## config.mk

```make
export PLATFORM = sky130hd
export DESIGN_NAME = can_mode_seq
export DESIGN_NICKNAME = d
export VERILOG_FILES = /design/src/rtl/can_mode_pkg.sv /design/src/rtl/cms_wr_decode.sv /design/src/rtl/cms_fsm.sv /design/src/rtl/cms_decode.sv /design/src/rtl/can_mode_seq.sv
export SDC_FILE = /design/constraint.sdc
export NUM_CORES = 1
export LEC_CHECK = 0
export ABC_CLOCK_PERIOD_IN_PS = 1800
export BUFFER_PORTS_ARGS = -buffer_cell sky130_fd_sc_hd__buf_4
export CAP_MARGIN = 20
export CORE_MARGIN = 4
export CORE_UTILIZATION = 30
export CTS_CLUSTER_DIAMETER = 50
export DETAILED_ROUTE_END_ITERATION = 6
export PLACE_DENSITY_LB_ADDON = 0.3
export SLEW_MARGIN = 15
export SYNTH_ARGS = -nofsm -noshare
export SYNTH_HDL_FRONTEND = slang
export SYNTH_SLANG_ARGS = --single-unit
```

## constraint.sdc

```tcl
create_clock -name clk -period 1.8 [get_ports clk]
set_input_delay 0.27 -clock clk [delete_from_list [all_inputs] [get_ports clk]]
set_output_delay 0.27 -clock clk [all_outputs]
set_load 0.03 [all_outputs]
```

## src/rtl/can_mode_pkg.sv

```systemverilog
package can_mode_pkg;

  localparam int SEL_W         = 3;
  localparam int CTL_RST_BIT   = 0;
  localparam int CTL_EN_BIT    = 1;
  localparam int SEL_SLEEP_BIT = 0;
  localparam int SEL_LOOP_BIT  = 1;
  localparam int SEL_SNOOP_BIT = 2;

  typedef enum logic [2:0] {
    MODE_CONFIG   = 3'd0,
    MODE_SLEEP    = 3'd1,
    MODE_NORMAL   = 3'd2,
    MODE_LOOPBACK = 3'd3,
    MODE_SNOOP    = 3'd4
  } mode_e;

  typedef struct packed {
    logic cfg;
    logic slp;
    logic nrm;
    logic snp;
  } flags_t;

  // Mode requested by a mode-select value; ambiguous requests keep configuration.
  function automatic mode_e target_mode(input logic [SEL_W-1:0] sel);
    int n;
    n = 0;
    for (int i = 0; i < SEL_W; i++) n += int'(sel[i]);
    if (n > 1)                   return MODE_CONFIG;
    else if (sel[SEL_SLEEP_BIT]) return MODE_SLEEP;
    else if (sel[SEL_LOOP_BIT])  return MODE_LOOPBACK;
    else if (sel[SEL_SNOOP_BIT]) return MODE_SNOOP;
    else                         return MODE_NORMAL;
  endfunction

endpackage

```

## src/rtl/cms_wr_decode.sv

```systemverilog
module cms_wr_decode
  import can_mode_pkg::*;
#(
  parameter int ADDR_W   = 1,
  parameter int DATA_W   = 3,
  parameter int CTL_ADDR = 0,
  parameter int SEL_ADDR = 1
) (
  input  logic              reg_wr,
  input  logic [ADDR_W-1:0] reg_addr,
  input  logic [DATA_W-1:0] reg_wdata,
  output logic              ctl_wr,
  output logic              sel_wr,
  output logic              soft_rst,
  output logic              en_bit,
  output logic [SEL_W-1:0]  sel_val
);
  localparam logic [ADDR_W-1:0] CTL_A = ADDR_W'(CTL_ADDR);
  localparam logic [ADDR_W-1:0] SEL_A = ADDR_W'(SEL_ADDR);

  assign ctl_wr   = reg_wr && (reg_addr == CTL_A);
  assign sel_wr   = reg_wr && (reg_addr == SEL_A);
  assign soft_rst = reg_wdata[CTL_RST_BIT];
  assign en_bit   = reg_wdata[CTL_EN_BIT];
  assign sel_val  = reg_wdata[SEL_W-1:0];
endmodule

```

## src/rtl/cms_fsm.sv

```systemverilog
module cms_fsm
  import can_mode_pkg::*;
(
  input  logic             clk,
  input  logic             rst_n,
  input  logic             ctl_wr,
  input  logic             sel_wr,
  input  logic             soft_rst,
  input  logic             en_bit,
  input  logic [SEL_W-1:0] sel_val,
  output flags_t           flags,
  output logic [SEL_W-1:0] sel_q,
  output logic             flush_q
);
  localparam logic [SEL_W-1:0] SLEEP_ONLY = SEL_W'(1) << SEL_SLEEP_BIT;

  mode_e            st_q, st_d;
  logic [SEL_W-1:0] sel_d;
  logic             flush_d;

  always_comb begin
    st_d    = st_q;
    sel_d   = sel_q;
    flush_d = 1'b0;
    if (ctl_wr && soft_rst) begin
      st_d    = MODE_CONFIG;
      sel_d   = '0;
      flush_d = 1'b1;
    end else if (ctl_wr) begin
      if (!en_bit)                 st_d = MODE_CONFIG;
      else if (st_q == MODE_CONFIG) st_d = target_mode(sel_q);
    end else if (sel_wr) begin
      if (st_q == MODE_CONFIG) begin
        sel_d = sel_val;
      end else if (st_q == MODE_NORMAL && sel_val == SLEEP_ONLY) begin
        sel_d = sel_val;
        st_d  = MODE_SLEEP;
      end else if (st_q == MODE_SLEEP && sel_val == '0) begin
        sel_d = '0;
        st_d  = MODE_NORMAL;
      end
    end
  end

  always_ff @(posedge clk or negedge rst_n) begin
    if (!rst_n) begin
      st_q    <= MODE_CONFIG;
      sel_q   <= '0;
      flush_q <= 1'b0;
    end else begin
      st_q    <= st_d;
      sel_q   <= sel_d;
      flush_q <= flush_d;
    end
  end

  always_comb begin
    flags.cfg = (st_q == MODE_CONFIG);
    flags.slp = (st_q == MODE_SLEEP);
    flags.nrm = (st_q == MODE_NORMAL) || (st_q == MODE_SNOOP);
    flags.snp = (st_q == MODE_SNOOP);
  end
endmodule

```

## src/rtl/cms_decode.sv

```systemverilog
module cms_decode
  import can_mode_pkg::*;
(
  input  flags_t     flags,
  output logic [2:0] code
);
  always_comb begin
    if (flags.cfg)      code = MODE_CONFIG;
    else if (flags.slp) code = MODE_SLEEP;
    else if (flags.nrm) code = flags.snp ? MODE_SNOOP : MODE_NORMAL;
    else                code = MODE_LOOPBACK;
  end
endmodule

```

## src/rtl/can_mode_seq.sv

```systemverilog
module can_mode_seq
  import can_mode_pkg::*;
#(
  parameter int ADDR_W   = 1,
  parameter int DATA_W   = 3,
  parameter int CTL_ADDR = 0,
  parameter int SEL_ADDR = 1
) (
  input  logic              clk,
  input  logic              rst_n,
  input  logic              reg_wr,
  input  logic [ADDR_W-1:0] reg_addr,
  input  logic [DATA_W-1:0] reg_wdata,
  input  logic              guard_wr_req,
  output logic              guard_wr_ok,
  output logic              cfg_lock,
  output logic              flush_pulse,
  output logic              flag_config,
  output logic              flag_sleep,
  output logic              flag_normal,
  output logic              flag_snoop,
  output logic [2:0]        mode_code,
  output logic [2:0]        msel_q
);
  logic             ctl_wr, sel_wr, soft_rst, en_bit;
  logic [SEL_W-1:0] sel_val, sel_q;
  flags_t           flags;

  cms_wr_decode #(
    .ADDR_W(ADDR_W), .DATA_W(DATA_W), .CTL_ADDR(CTL_ADDR), .SEL_ADDR(SEL_ADDR)
  ) u_wdec (
    .reg_wr(reg_wr), .reg_addr(reg_addr), .reg_wdata(reg_wdata),
    .ctl_wr(ctl_wr), .sel_wr(sel_wr), .soft_rst(soft_rst),
    .en_bit(en_bit), .sel_val(sel_val)
  );

  cms_fsm u_fsm (
    .clk(clk), .rst_n(rst_n), .ctl_wr(ctl_wr), .sel_wr(sel_wr),
    .soft_rst(soft_rst), .en_bit(en_bit), .sel_val(sel_val),
    .flags(flags), .sel_q(sel_q), .flush_q(flush_pulse)
  );

  cms_decode u_dec (.flags(flags), .code(mode_code));

  assign flag_config = flags.cfg;
  assign flag_sleep  = flags.slp;
  assign flag_normal = flags.nrm;
  assign flag_snoop  = flags.snp;
  assign cfg_lock    = ~flags.cfg;
  assign guard_wr_ok = guard_wr_req & flags.cfg;
  assign msel_q      = 3'(sel_q);
endmodule

```

# After elaboration in Yosys (flattened, before gate mapping)
# Index checks and enable logic that the tools add are counted.
# totals
register_bits	7
in_bits	8
output_inout_bits	13
elab_cells	53
# classes
add_sub_neg	2
magnitude_cmp	1
n_eq_ne	7
mux	23
n_bitwise	3
reduce_logical	14
# ops
operator	count
$mux W3	22
$add A32 B2 Y32	1
$gt A32 B2 Y1 const B	1
$reduce_bool A4 Y1	2
$eq A3 B1 Y1 const B	2
$logic_not A3 Y1	2
$logic_and A1 B1 Y1	5
$ne A4 B4 Y1 const B	1
$reduce_and A4 Y1	1
$eq A3 B2 Y1 const B	1
$eq A3 B3 Y1 const B	1
$ne A3 B1 Y1 const B	1
$reduce_and A3 Y1	1
$reduce_bool A3 Y1	1
$add A1 B1 Y2	1
$ne A2 B2 Y1 const B	1
$not A1 Y1	2
$reduce_bool A2 Y1	1
$and A1 B1 Y1	1
$logic_or A1 B1 Y1	1
$mux W1	1

# Logic depth before layout (Yosys ltp)
# Gate-level depths: netlist (run 1).
# depth
ltp_word	8
ltp_mapped	6
mapped_depth_nobuf	6

# Modules after synthesis
# Synthesis (run 1) repeated with hierarchy kept, for this count alone.
# unflattened
hier_cells	59
area_unflattened_um2	563.0
# modules_own_cells
mod	n_inst	cells_each	area_each_um2	seq_area_each_um2
cms_fsm	1	45	460.4	175.2
cms_wr_decode	1	7	53.8	0.0
cms_decode	1	5	38.8	0.0
can_mode_seq	1	2	10.0	0.0

# Worst setup path before layout (run 1)
# OpenSTA, ideal clock, no wires.
# synth_timing
path_kind	reg-to-output
from	register u_fsm.st_q[1]
to	output port mode_code[2]
arrival_time_ps	1628
required_ps	1530
setup_slack_ps	-98
path_stages_with_launch	4
n_path_buf	2
cell_sequence	dfrtp_1 buf_6 nor3b_1 buf_4
# synth_between
elab_chain_len	5
word_cells_on_any_way	9
cone_classes	3 x eq/ne; 4 x mux; 2 x reduce/logical
# synth_lines
item	line	source
from (decl)	cms_fsm.sv:17	mode_e st_q, st_d;
from (signal assigned)	cms_fsm.sv:51	st_q <= st_d;
$eq A3 B3 Y1 (*)	cms_fsm.sv:61	flags.snp = (st_q == MODE_SNOOP);
net flag_snoop	can_mode_seq.sv:21	output logic flag_snoop,
$mux W3 / $logic_or A1 B1 Y1 (equally long branches)	cms_decode.sv:10, cms_fsm.sv:60	
$mux W3 (*)	cms_decode.sv:10	else if (flags.nrm) code = flags.snp ? MODE_SNOOP : MODE_NORMAL;
$mux W3 (*)	cms_decode.sv:9	else if (flags.slp) code = MODE_SLEEP;
$mux W3 (*)	cms_decode.sv:8	if (flags.cfg) code = MODE_CONFIG;
to (decl)	can_mode_seq.sv:22	output logic [2:0] mode_code,
# Mark *: on every way through the listed nets, which the timed path passes. The rest lies on a longest branch.

# Worst setup path after layout (run 1)
# layout_timing
from	register u_fsm.st_q[0]
to	output port guard_wr_ok
# layout_between
elab_chain_len	2
# layout_lines
item	line	source
$logic_not A3 Y1	cms_fsm.sv:58	flags.cfg = (st_q == MODE_CONFIG);
$and A1 B1 Y1	can_mode_seq.sv:50	assign guard_wr_ok = guard_wr_req & flags.cfg;
to (decl)	can_mode_seq.sv:15	output logic guard_wr_ok,
# Every way passes these cells.

==> impl_metrics.json, run 1 <==
{
  "nets": 90,
  "synthToLayoutAreaGrowth_pct": 35.04,
  "yosys.area.top_type_share": 0.3125,
  "whs_ns": 0.3430,
  "synth_area_leaders": "dfrtp_1, mux2_2, nor3b_1",
  "vias_per_cell": 4.750,
  "synthAdderAreaFrac": 0.04464,
  "grt_max_degree": 12,
  "fin_skew_ns": 0.01366,
  "cp_num_buf_inv": 1,
  "path_class": "flop to primary output",
  "hold_viol_final": 0,
  "gp_congestion": 0.7661,
  "synth_cells": 58,
  "antenna_found_initial": 0,
  "grt_use_total": 0.1008,
  "cts.sinks": 7,
  "ioPinCount": 21,
  "synth_top_family_by_area": "simple AND/OR/NAND/NOR gates",
  "critical_path.top_delay_family": "simple AND/OR/NAND/NOR gates",
  "routedWlPerCell_um": 11.69,
  "overflow": 0,
  "maxSlewHeadroom": 0.7405,
  "critPathRequiredTime_ns": 1.53,
  "setup-tns-final_ns": 0,
  "ant_nets": 0,
  "post-cts-setup-buffer-count": 0,
  "max_freq_ghz": 0.5927,
  "seq_area_frac_synth": 0.3125,
  "routed_wl_um": 1216,
  "status": "completed",
  "die_area_sq_um": 2624,
  "drtIter0Drc": 2,
  "vias": 494,
  "synth_nets": 68,
  "worst_pin_slew_ns": 0.3892,
  "path_cells": "nor3_4 > and2_1 > buf_4",
  "cts_buffer_depth": 2,
  "cts.clk_slew.worst_paths_ns": 0.06,
  "start_util": 0.3211,
  "yosysTopAreaCell": "dfrtp_1",
  "synthMuxAreaShare": 0.1183,
  "root_buffer": "clkbuf_4",
  "synth-seq-cells": 7,
  "cp_max_fo": 10,
  "fin_crit_ns": 1.687,
  "start_kind": "flop",
  "die_w_um": 51.23,
  "slew_violations": 0,
  "synth-warning-count": 0,
  "cts_buffers": 3,
  "antennaDiodeCount": 0,
  "io_buffers": 20,
  "finalCritPeriodShare": 0.9373,
  "synthXorXnorAreaFrac": 0.01563,
  "clk_latency_ns": 0.25,
  "cts.htree.levels": 1,
  "core_sq_um": 1745,
  "die_height_um": 51.23,
  "postSynthAreaPerCell_sq_um": 9.664,
  "cts_tree": "built",
  "dp_slack_ns": 0.1642,
  "syn_area_sq_um": 560.5,
  "drv_cap": 0,
  "p_per_area_nw_per_um2": 1023,
  "hold_class": "primary input to flop",
  "rows": 15,
  "peakVddDrop_mv": 0.4831,
  "slowest_delay_ns": 0.50,
  "p_leak_nw": 0.3748,
  "synth-compound-area-share": 0.1138,
  "grt_setup_unrepaired": "false",
  "grt_pass1_wl_um": 2035,
  "worst_ep_arrival_time_ns": 1.42,
  "slowest_stage": "dfrtp_1",
  "drc_errors": 0,
  "yosys.cell_types.count": 32,
  "drive_gt1_frac": 0.4051,
  "dpl.hpwl_um": 969.5,
  "first_global_vias": 447,
  "finalSetupViolCount": 0,
  "first_pass_iters": 4,
  "setup_slack_ns": 0.1128,
  "endpoint_kind": "primary output",
  "synthSimpleGateAreaFrac": 0.3125
}
placed cells by master (no fill, tap or decap), drive strengths merged, types with 2 or more instances in the layout:
cell and n:
and3 2, ha 2, buf 20, inv 4, nand3 5, nor2b 2
a21o 2, mux2 5, nand2 3, o21ai 2, nor3b 4, clkbuf 4
dfrtp 7
final cells by class:
cell class	instances	area, sq um
clock buffer	4	26.28
fill	170	988.4
inverter	4	15.01
multi-input combinational	43	349.1
sequential	7	175.2
tap	25	31.28
timing repair buffer	21	160.2
cells by family (layout without fill, tap and decap cells):
| logic type | after synthesis | count (layout) |
|---|---|---|
| DFF | 7 | 7 |
| buffers and inverters | 8 | 29 |
| and+or+nand+nor | 25 | 25 |
| muxes | 6 | 6 |
| adders and majority gates | 2 | 2 |
| AOI/OAI and AO/OA | 9 | 9 |
| xor gates and xnor gates | 1 | 1 |
final timing paths:
kind	startpoint	endpoint	slack, ns	cells past startpoint
setup / recovery	u_fsm.st_q[0]$_DFFE_PN0P_	guard_wr_ok	0.11	3
hold / removal	reg_wdata[1]	u_fsm.sel_q[1]$_DFFE_PN0P_	0.34	3
setup reg to reg	u_fsm.st_q[2]$_DFFE_PN0P_	u_fsm.st_q[0]$_DFFE_PN0P_	0.17	4
hold reg to reg	u_fsm.sel_q[0]$_DFFE_PN0P_	u_fsm.sel_q[0]$_DFFE_PN0P_	0.58	1
max in group asynchronous	rst_n	u_fsm.st_q[2]$_DFFE_PN0P_	1.32	2
min in group asynchronous	rst_n	u_fsm.sel_q[0]$_DFFE_PN0P_	0.35	2
through the flow:
step	std cells	util	total power [mW]	area, sq um
3_5_place_dp	99	0.4100	0.6339	715.7
2_1_floorplan	58	-	0.5112	565.5
5_1_grt	104	0.4337	0.8298	757.0
6_report	104	0.4337	0.7747	757.0
3_3_place_gp	99	0.4100	0.6324	715.7
4_1_cts	104	0.4308	0.7825	752.0
repair_timing:
item / 4_1_cts / 5_1_grt
gates resized for setup: 0 / 1
setup endpoints to repair: 0 / 2
hold buffers: 1 / 0
hold endpoints to repair: 7 / 0
per-layer routing:
layer  routed length (um)  global-route usage  vias to the layer above
met1                  546              0.1364                      237
met3                   75             0.02041                        0
met4                    0             0.03930                        0
li1                     -                   -                      247
met2                  594              0.1567                       10
met5                    0                   0                        -
where the power goes:
part           switching, mW  leakage (nW)  internal [mW]  total, mW
clock network         0.0609        0.0150         0.0848      0.146
logic                  0.218         0.268          0.163      0.381
registers             0.0605        0.0916          0.188      0.248
total                  0.339         0.375          0.435      0.775
synthesized netlist by cell type (all sizes together):
library cell	instances
o211ai	1
and2b	1
nand2	3
mux2	5
nand3	5
and3b	1
nor3b	4
a211oi	1
a21boi	1
nor2b	2
nand2b	1
o22ai	1
o21ai	2
xnor2	1
nand4b	1
inv	4
mux2i	1
a21o	2
nor4	1
nor2	1
dfrtp	7
a21oi	1
ha	2
and3	2
nor4b	1
and2	1
nor3	1
buf	4
worst register-to-register path, delay by kind of cell, from the launching register on:
| family | cells | cell delay [ns] |
|---|---|---|
| AO/OA/AOI/OAI | 1 | 0.16 |
| flip-flops | 1 | 0.49 |
| multiplexers | 1 | 0.35 |
| AND/OR/NAND/NOR | 2 | 0.52 |
flip-flops by register name, indices dropped and copies added, names as in the netlist:
register,cells
u_fsm.flush_q,1
u_fsm.sel_q,3
u_fsm.st_q,3
No activity file was read; power rests on OpenSTA's default activity.
==> run 2, diff against run 1 <==
--- a/config.mk
+++ b/config.mk
@@ -13,6 +13,7 @@
 export CTS_CLUSTER_DIAMETER = 50
 export DETAILED_ROUTE_END_ITERATION = 6
 export PLACE_DENSITY_LB_ADDON = 0.3
+export REMOVE_ABC_BUFFERS = 1
 export SLEW_MARGIN = 15
 export SYNTH_ARGS = -nofsm -noshare
 export SYNTH_HDL_FRONTEND = slang
==> run 2 against run 1 <==
Effect of this change: combinational power grew 5.2%; clock skew down 0.0076 ns; cell count increased by 0.96%; maximum frequency increased by 1.0%; register-to-register slack about the same; design area decreased by 0.33%; clock power fell by 5%; sequential power fell by 3%; total power rose by 0.62%; critical endpoint unchanged; largest cell class unchanged; highest routed layer unchanged.
==> impl_metrics.json, run 2 (synthesized netlist as in run 1, its figures left out) <==
{
  "drtIter0Drc": 3,
  "antenna_found_initial": 0,
  "fin_util": 0.4323,
  "critPathRequiredTime_ns": 1.53,
  "first_pass_iters": 4,
  "largestRegisters": "u_fsm.sel_q x3, u_fsm.st_q x3, u_fsm.flush_q x1",
  "nets": 91,
  "endpoint_kind": "primary output",
  "vias_per_cell": 4.581,
  "hold_class": "primary input to flop",
  "start_util": 0.3211,
  "p_seq_frac": 0.307,
  "drc_errors": 0,
  "grt_setup_unrepaired": "false",
  "status": "completed",
  "cts.clk_slew.worst_paths_ns": 0.05,
  "cts_tree": "built",
  "drive_gt1_frac": 0.3875,
  "p_sw_frac": 0.4287,
  "grt_use_total": 0.1037,
  "cp_max_fo": 10,
  "whs_path_depth": 3,
  "antennaDiodeCount": 0,
  "routed_wl_um": 1236,
  "rr_endpoint": "u_fsm.st_q[1]$_DFFE_PN0P_",
  "overflow": 0,
  "worst_ep_arrival_time_ns": 1.40,
  "min_from": "reg_wdata[1]",
  "routedWlPerCell_um": 11.77,
  "p_leak_nw": 0.3777,
  "io_buffers": 20,
  "peakVddDrop_mv": 0.4369,
  "synthToLayoutAreaGrowth_pct": 34.60,
  "maxSlewHeadroom": 0.7709,
  "die_height_um": 51.23,
  "hold_viol_final": 0,
  "layout_common_cells": "buf_4, dfrtp_1, inv_1, nor3b_1, nand3_1",
  "cts_buffers": 3,
  "die_w_um": 51.23,
  "cts_buffer_depth": 2,
  "cts_resized": 0,
  "root_buffer": "clkbuf_4",
  "path_class": "flop to primary output",
  "power.switching_uw": 334.2,
  "finalSetupViolCount": 0,
  "dpl.hpwl_um": 988.5,
  "setup_slack_ns": 0.1295,
  "cts.sinks": 7,
  "rr_worst_depth": 4,
  "p_clk_frac": 0.178,
  "start_kind": "flop",
  "drv_cap": 0,
  "power.internal_uw": 445.3,
  "worst_pin_slew_ns": 0.3437,
  "finalCritPeriodShare": 0.9281,
  "gp_congestion": 0.7242,
  "core_sq_um": 1745,
  "first_global_vias": 479,
  "rrSetupSlack_ns": 0.17,
  "cts.htree.levels": 1,
  "ioPinCount": 21,
  "post-cts-setup-buffer-count": 0,
  "die_area_sq_um": 2624,
  "ant_nets": 0,
  "slew_violations": 0,
  "dp_slack_ns": 0.1760,
  "max_freq_ghz": 0.5986,
  "rows": 15,
  "grt_max_degree": 11,
  "final_common_cell": "buf_4",
  "fin_skew_ns": 0.006047,
  "post_dp_cell_area_sq_um": 718.2,
  "power_uw": 779.6,
  "r2r_start": "u_fsm.st_q[2]$_DFFE_PN0P_",
  "p_comb_frac": 0.515,
  "fin_crit_ns": 1.671,
  "p_per_area_nw_per_um2": 1033,
  "clk_latency_ns": 0.25,
  "final_cell_area_sq_um": 754.5,
  "hold_end": "u_fsm.sel_q[1]$_DFFE_PN0P_",
  "n_fill_cell": 176,
  "vias": 481,
  "grt_pass1_wl_um": 2070
}
run 2: worst max path at each step:
stage,end,cells after the start,start
2_1_floorplan,flag_snoop,1,u_fsm.st_q[2]$_DFFE_PN0P_
3_3_place_gp,u_fsm.st_q[2]$_DFFE_PN0P_,4,u_fsm.st_q[2]$_DFFE_PN0P_
3_5_place_dp,u_fsm.st_q[1]$_DFFE_PN0P_,4,u_fsm.st_q[2]$_DFFE_PN0P_
4_1_cts,guard_wr_ok,3,u_fsm.st_q[0]$_DFFE_PN0P_
5_1_grt,guard_wr_ok,3,u_fsm.st_q[0]$_DFFE_PN0P_
6_report,guard_wr_ok,3,u_fsm.st_q[0]$_DFFE_PN0P_
run 2: cell type report:
type / count / area (sq um) / area share
Clock buffer: 4 / 26.28 / 0.03483
Inverter: 4 / 15.01 / 0.01990
Multi-Input combinational cell: 43 / 339.1 / 0.4494
Sequential cell: 7 / 175.2 / 0.2322
Tap cell: 25 / 31.28 / 0.04146
Timing Repair Buffer: 22 / 167.7 / 0.2222
run 2: per-layer routing:
| layer | share of wire | track usage |
|---|---|---|
| met5 | 0 | 0 |
| met4 | 0 | 0.03930 |
| met1 | 0.44 | 0.1268 |
| met2 | 0.52 | 0.1760 |
| met3 | 0.040 | 0.02332 |
run 2: timing repair:
action	4_1_cts	5_1_grt
hold buffers	1	0
setup endpoints to repair	0	1
hold endpoints to repair	7	0
run 2: per-stage QoR:
step	cells	setup TNS, ns	hold slack [ns]
after floorplan	54	-0.7434	-0.02559
after global placement	100	0	0.08252
after detailed placement	100	0	0.08546
after CTS	105	0	0.3346
after global routing	105	0	0.3499
final	105	0	0.3395
run 2: power by group through the flow:
stage	sequential, mW	clock (mW)	combinational (mW)
floorplan	0.280	0	0.212
CTS	0.240	0.147	0.405
global placement	0.240	0	0.398
detailed placement	0.241	0	0.403
finish	0.240	0.138	0.401
global route	0.248	0.157	0.437
run 2: worst max-delay path, cell delays in order (launching register included):
cell	delay, ns
dfrtp_1	0.49
nor3_4	0.34
and2_1	0.17
buf_4	0.15
==> run 3, diff against run 2 <==
--- a/config.mk
+++ b/config.mk
@@ -5,6 +5,7 @@
 export SDC_FILE = /design/constraint.sdc
 export NUM_CORES = 1
 export LEC_CHECK = 0
+export ABC_AREA = 1
 export ABC_CLOCK_PERIOD_IN_PS = 1800
 export BUFFER_PORTS_ARGS = -buffer_cell sky130_fd_sc_hd__buf_4
 export CAP_MARGIN = 20
==> run 3 against run 2 <==
Effect of this change: sequential power shrank 9.6%; largest power group unchanged; core utilization decreased by 1.0 points; cell count increased by 38%; critical path depth is 2 higher; total power decreased by 2.3%; area after synthesis is 9.8% higher; worst setup slack improved by 0.054 ns; synthesized cell count up 62%.
==> impl_metrics.json, run 3 <==
{
  "postSynthAreaPerCell_sq_um": 6.549,
  "finalSetupViolCount": 0,
  "layout_common_cells": "nand2_1, buf_4, inv_1, nor2_1, nand3_1",
  "clk_latency_ns": 0.24,
  "cts.htree.levels": 1,
  "met3_usage": 0.02254,
  "synth-seq-cells": 7,
  "core_sq_um": 1962,
  "cts_hold_buffers": 1,
  "cts_buffers": 3,
  "vias_per_cell": 4.255,
  "antennaDiodeCount": 0,
  "rows": 16,
  "dpl.hpwl_um": 1222,
  "start_kind": "flop",
  "grt.busiest_layer": "met2",
  "status": "completed",
  "synth_edf_count": 0,
  "grt_use_total": 0.1164,
  "io_buffers": 20,
  "syn_area_sq_um": 615.6,
  "root_buffer": "clkbuf_4",
  "drc_errors": 0,
  "cts_tree": "built",
  "grt_pass1_wl_um": 2442,
  "cts.sinks": 7,
  "finalCritPeriodShare": 0.8979,
  "cp_max_fo": 4,
  "max_freq_ghz": 0.6187,
  "synthToLayoutAreaGrowth_pct": 34.55,
  "path_class": "flop to primary output",
  "final_common_cell": "nand2_1",
  "slew_violations": 0,
  "grt_util_met1": 0.1548,
  "die_area_sq_um": 2841,
  "peakVddDrop_mv": 0.3877,
  "synth-warning-count": 0,
  "first_global_vias": 568,
  "cts_buffer_depth": 2,
  "fin_crit_ns": 1.616,
  "hold_class": "primary input to flop",
  "fin_skew_ns": 0.0008383,
  "setup_slack_ns": 0.1837,
  "start_util": 0.3138,
  "ioPinCount": 21,
  "grt_max_degree": 8,
  "hold_viol_final": 0,
  "synth_area_leaders": "dfrtp_1, nand2_1, inv_1",
  "drive_gt1_frac": 0.3559,
  "seq_area_frac_synth": 0.2846,
  "die_height_um": 53.30,
  "dp_slack_ns": 0.4543,
  "vias": 617,
  "use_met2": 0.1796,
  "overflow": 0,
  "largestRegisters": "u_fsm.sel_q x3, u_fsm.st_q x3, u_fsm.flush_q x1",
  "worst_pin_slew_ns": 0.3509,
  "synth_async_sr_flop_share": 1.000,
  "drv_cap": 0,
  "post-synth-top-count-cell": "nand2_1",
  "critPathRequiredTime_ns": 1.53,
  "gp_congestion": 0.8644,
  "ant_nets": 0,
  "nets": 129,
  "synth_ff_type": "dfrtp_1",
  "routedWlPerCell_um": 9.814,
  "p_per_area_nw_per_um2": 919.1,
  "endpoint_kind": "primary output",
  "drtIter0Drc": 16,
  "yosys.cell_types.count": 19,
  "worst_ep_arrival_time_ns": 1.35,
  "synth_cells": 94,
  "synth_top_cells_by_count": "nand2_1, inv_1, nor2_1",
  "maxSlewHeadroom": 0.7643,
  "cts.clk_slew.worst_paths_ns": 0.05,
  "setup-tns-final_ns": 0,
  "power_uw": 761.3,
  "grt_setup_unrepaired": "false",
  "yosys.area.top_type_share": 0.2846,
  "antenna_found_initial": 0,
  "p_leak_nw": 0.4797,
  "yosysTopAreaCell": "dfrtp_1",
  "routed_wl_um": 1423,
  "post-cts-setup-buffer-count": 0,
  "first_pass_iters": 4,
  "die_w_um": 53.30,
  "n_fill_cell": 229,
  "cts_resized": 0
}
run 3: cell type report:
cell class | instances | area [sq um] | share of cell area
clock buffer | 4 | 26.28 | 0.03172
inverter | 18 | 67.56 | 0.08157
multi-input combinational | 68 | 365.4 | 0.4411
sequential | 7 | 175.2 | 0.2115
tap | 27 | 33.78 | 0.04079
timing repair buffer | 21 | 160.2 | 0.1934
run 3: kinds of logic (layout without fill, tap and decap cells):
kind of cell             after synthesis  count (layout)  synth area share
AND/OR/NAND/NOR                       61              61            0.5020
buffers and inverters                 19              43            0.1220
flip-flops                             7               7            0.2846
AO/OA/AOI/OAI                          5               5           0.05081
adder cells (fa/ha/maj)                2               2           0.04064
run 3: layer usage:
| metal | up-vias | part of all wire |
|---|---|---|
| met4 | 0 | 0 |
| li1 | 339 | - |
| met5 | - | 0 |
| met1 | 271 | 0.49 |
| met3 | 0 | 0.036 |
| met2 | 7 | 0.48 |
run 3: path summary, 6_finish.rpt:
kind                            depth (start not counted)  slack [ns]                  startpoint                         end
worst min-delay path                                    3        0.36                reg_wdata[0]     u_fsm.flush_q$_DFF_PN0_
worst max-delay path                                    5        0.18   u_fsm.st_q[1]$_DFFE_PN0P_                mode_code[0]
worst min register to register                          2        0.54  u_fsm.sel_q[0]$_DFFE_PN0P_  u_fsm.sel_q[0]$_DFFE_PN0P_
worst max register to register                          9        0.45  u_fsm.sel_q[0]$_DFFE_PN0P_   u_fsm.st_q[1]$_DFFE_PN0P_
min in group asynchronous                               2        0.37                       rst_n     u_fsm.flush_q$_DFF_PN0_
max in group asynchronous                               2        1.31                       rst_n  u_fsm.sel_q[1]$_DFFE_PN0P_
run 3: critical path: stages, from the launching register on:
cell     delay, ns
dfrtp_1       0.43
inv_2         0.09
nand2_1       0.09
o21ai_0       0.25
nor2_1        0.07
buf_4         0.17
run 3: power breakdown:
part	internal (mW)	switching, mW	total [mW]
clock	0.0842	0.0518	0.136
combinational	0.144	0.265	0.408
sequential	0.185	0.0322	0.217
run 3: metrics by stage:
| step | utilization | area (sq um) | instances | hold slack [ns] |
|---|---|---|---|---|
| finish | 0.4222 | 828.3 | 145 | 0.3551 |
| detailed placement | 0.4037 | 792.0 | 140 | 0.08649 |
| floorplan | - | 608.1 | 93 | -0.02559 |
| CTS | 0.4222 | 828.3 | 145 | 0.3443 |
| global route | 0.4222 | 828.3 | 145 | 0.3850 |
| global placement | 0.4037 | 792.0 | 140 | 0.08750 |
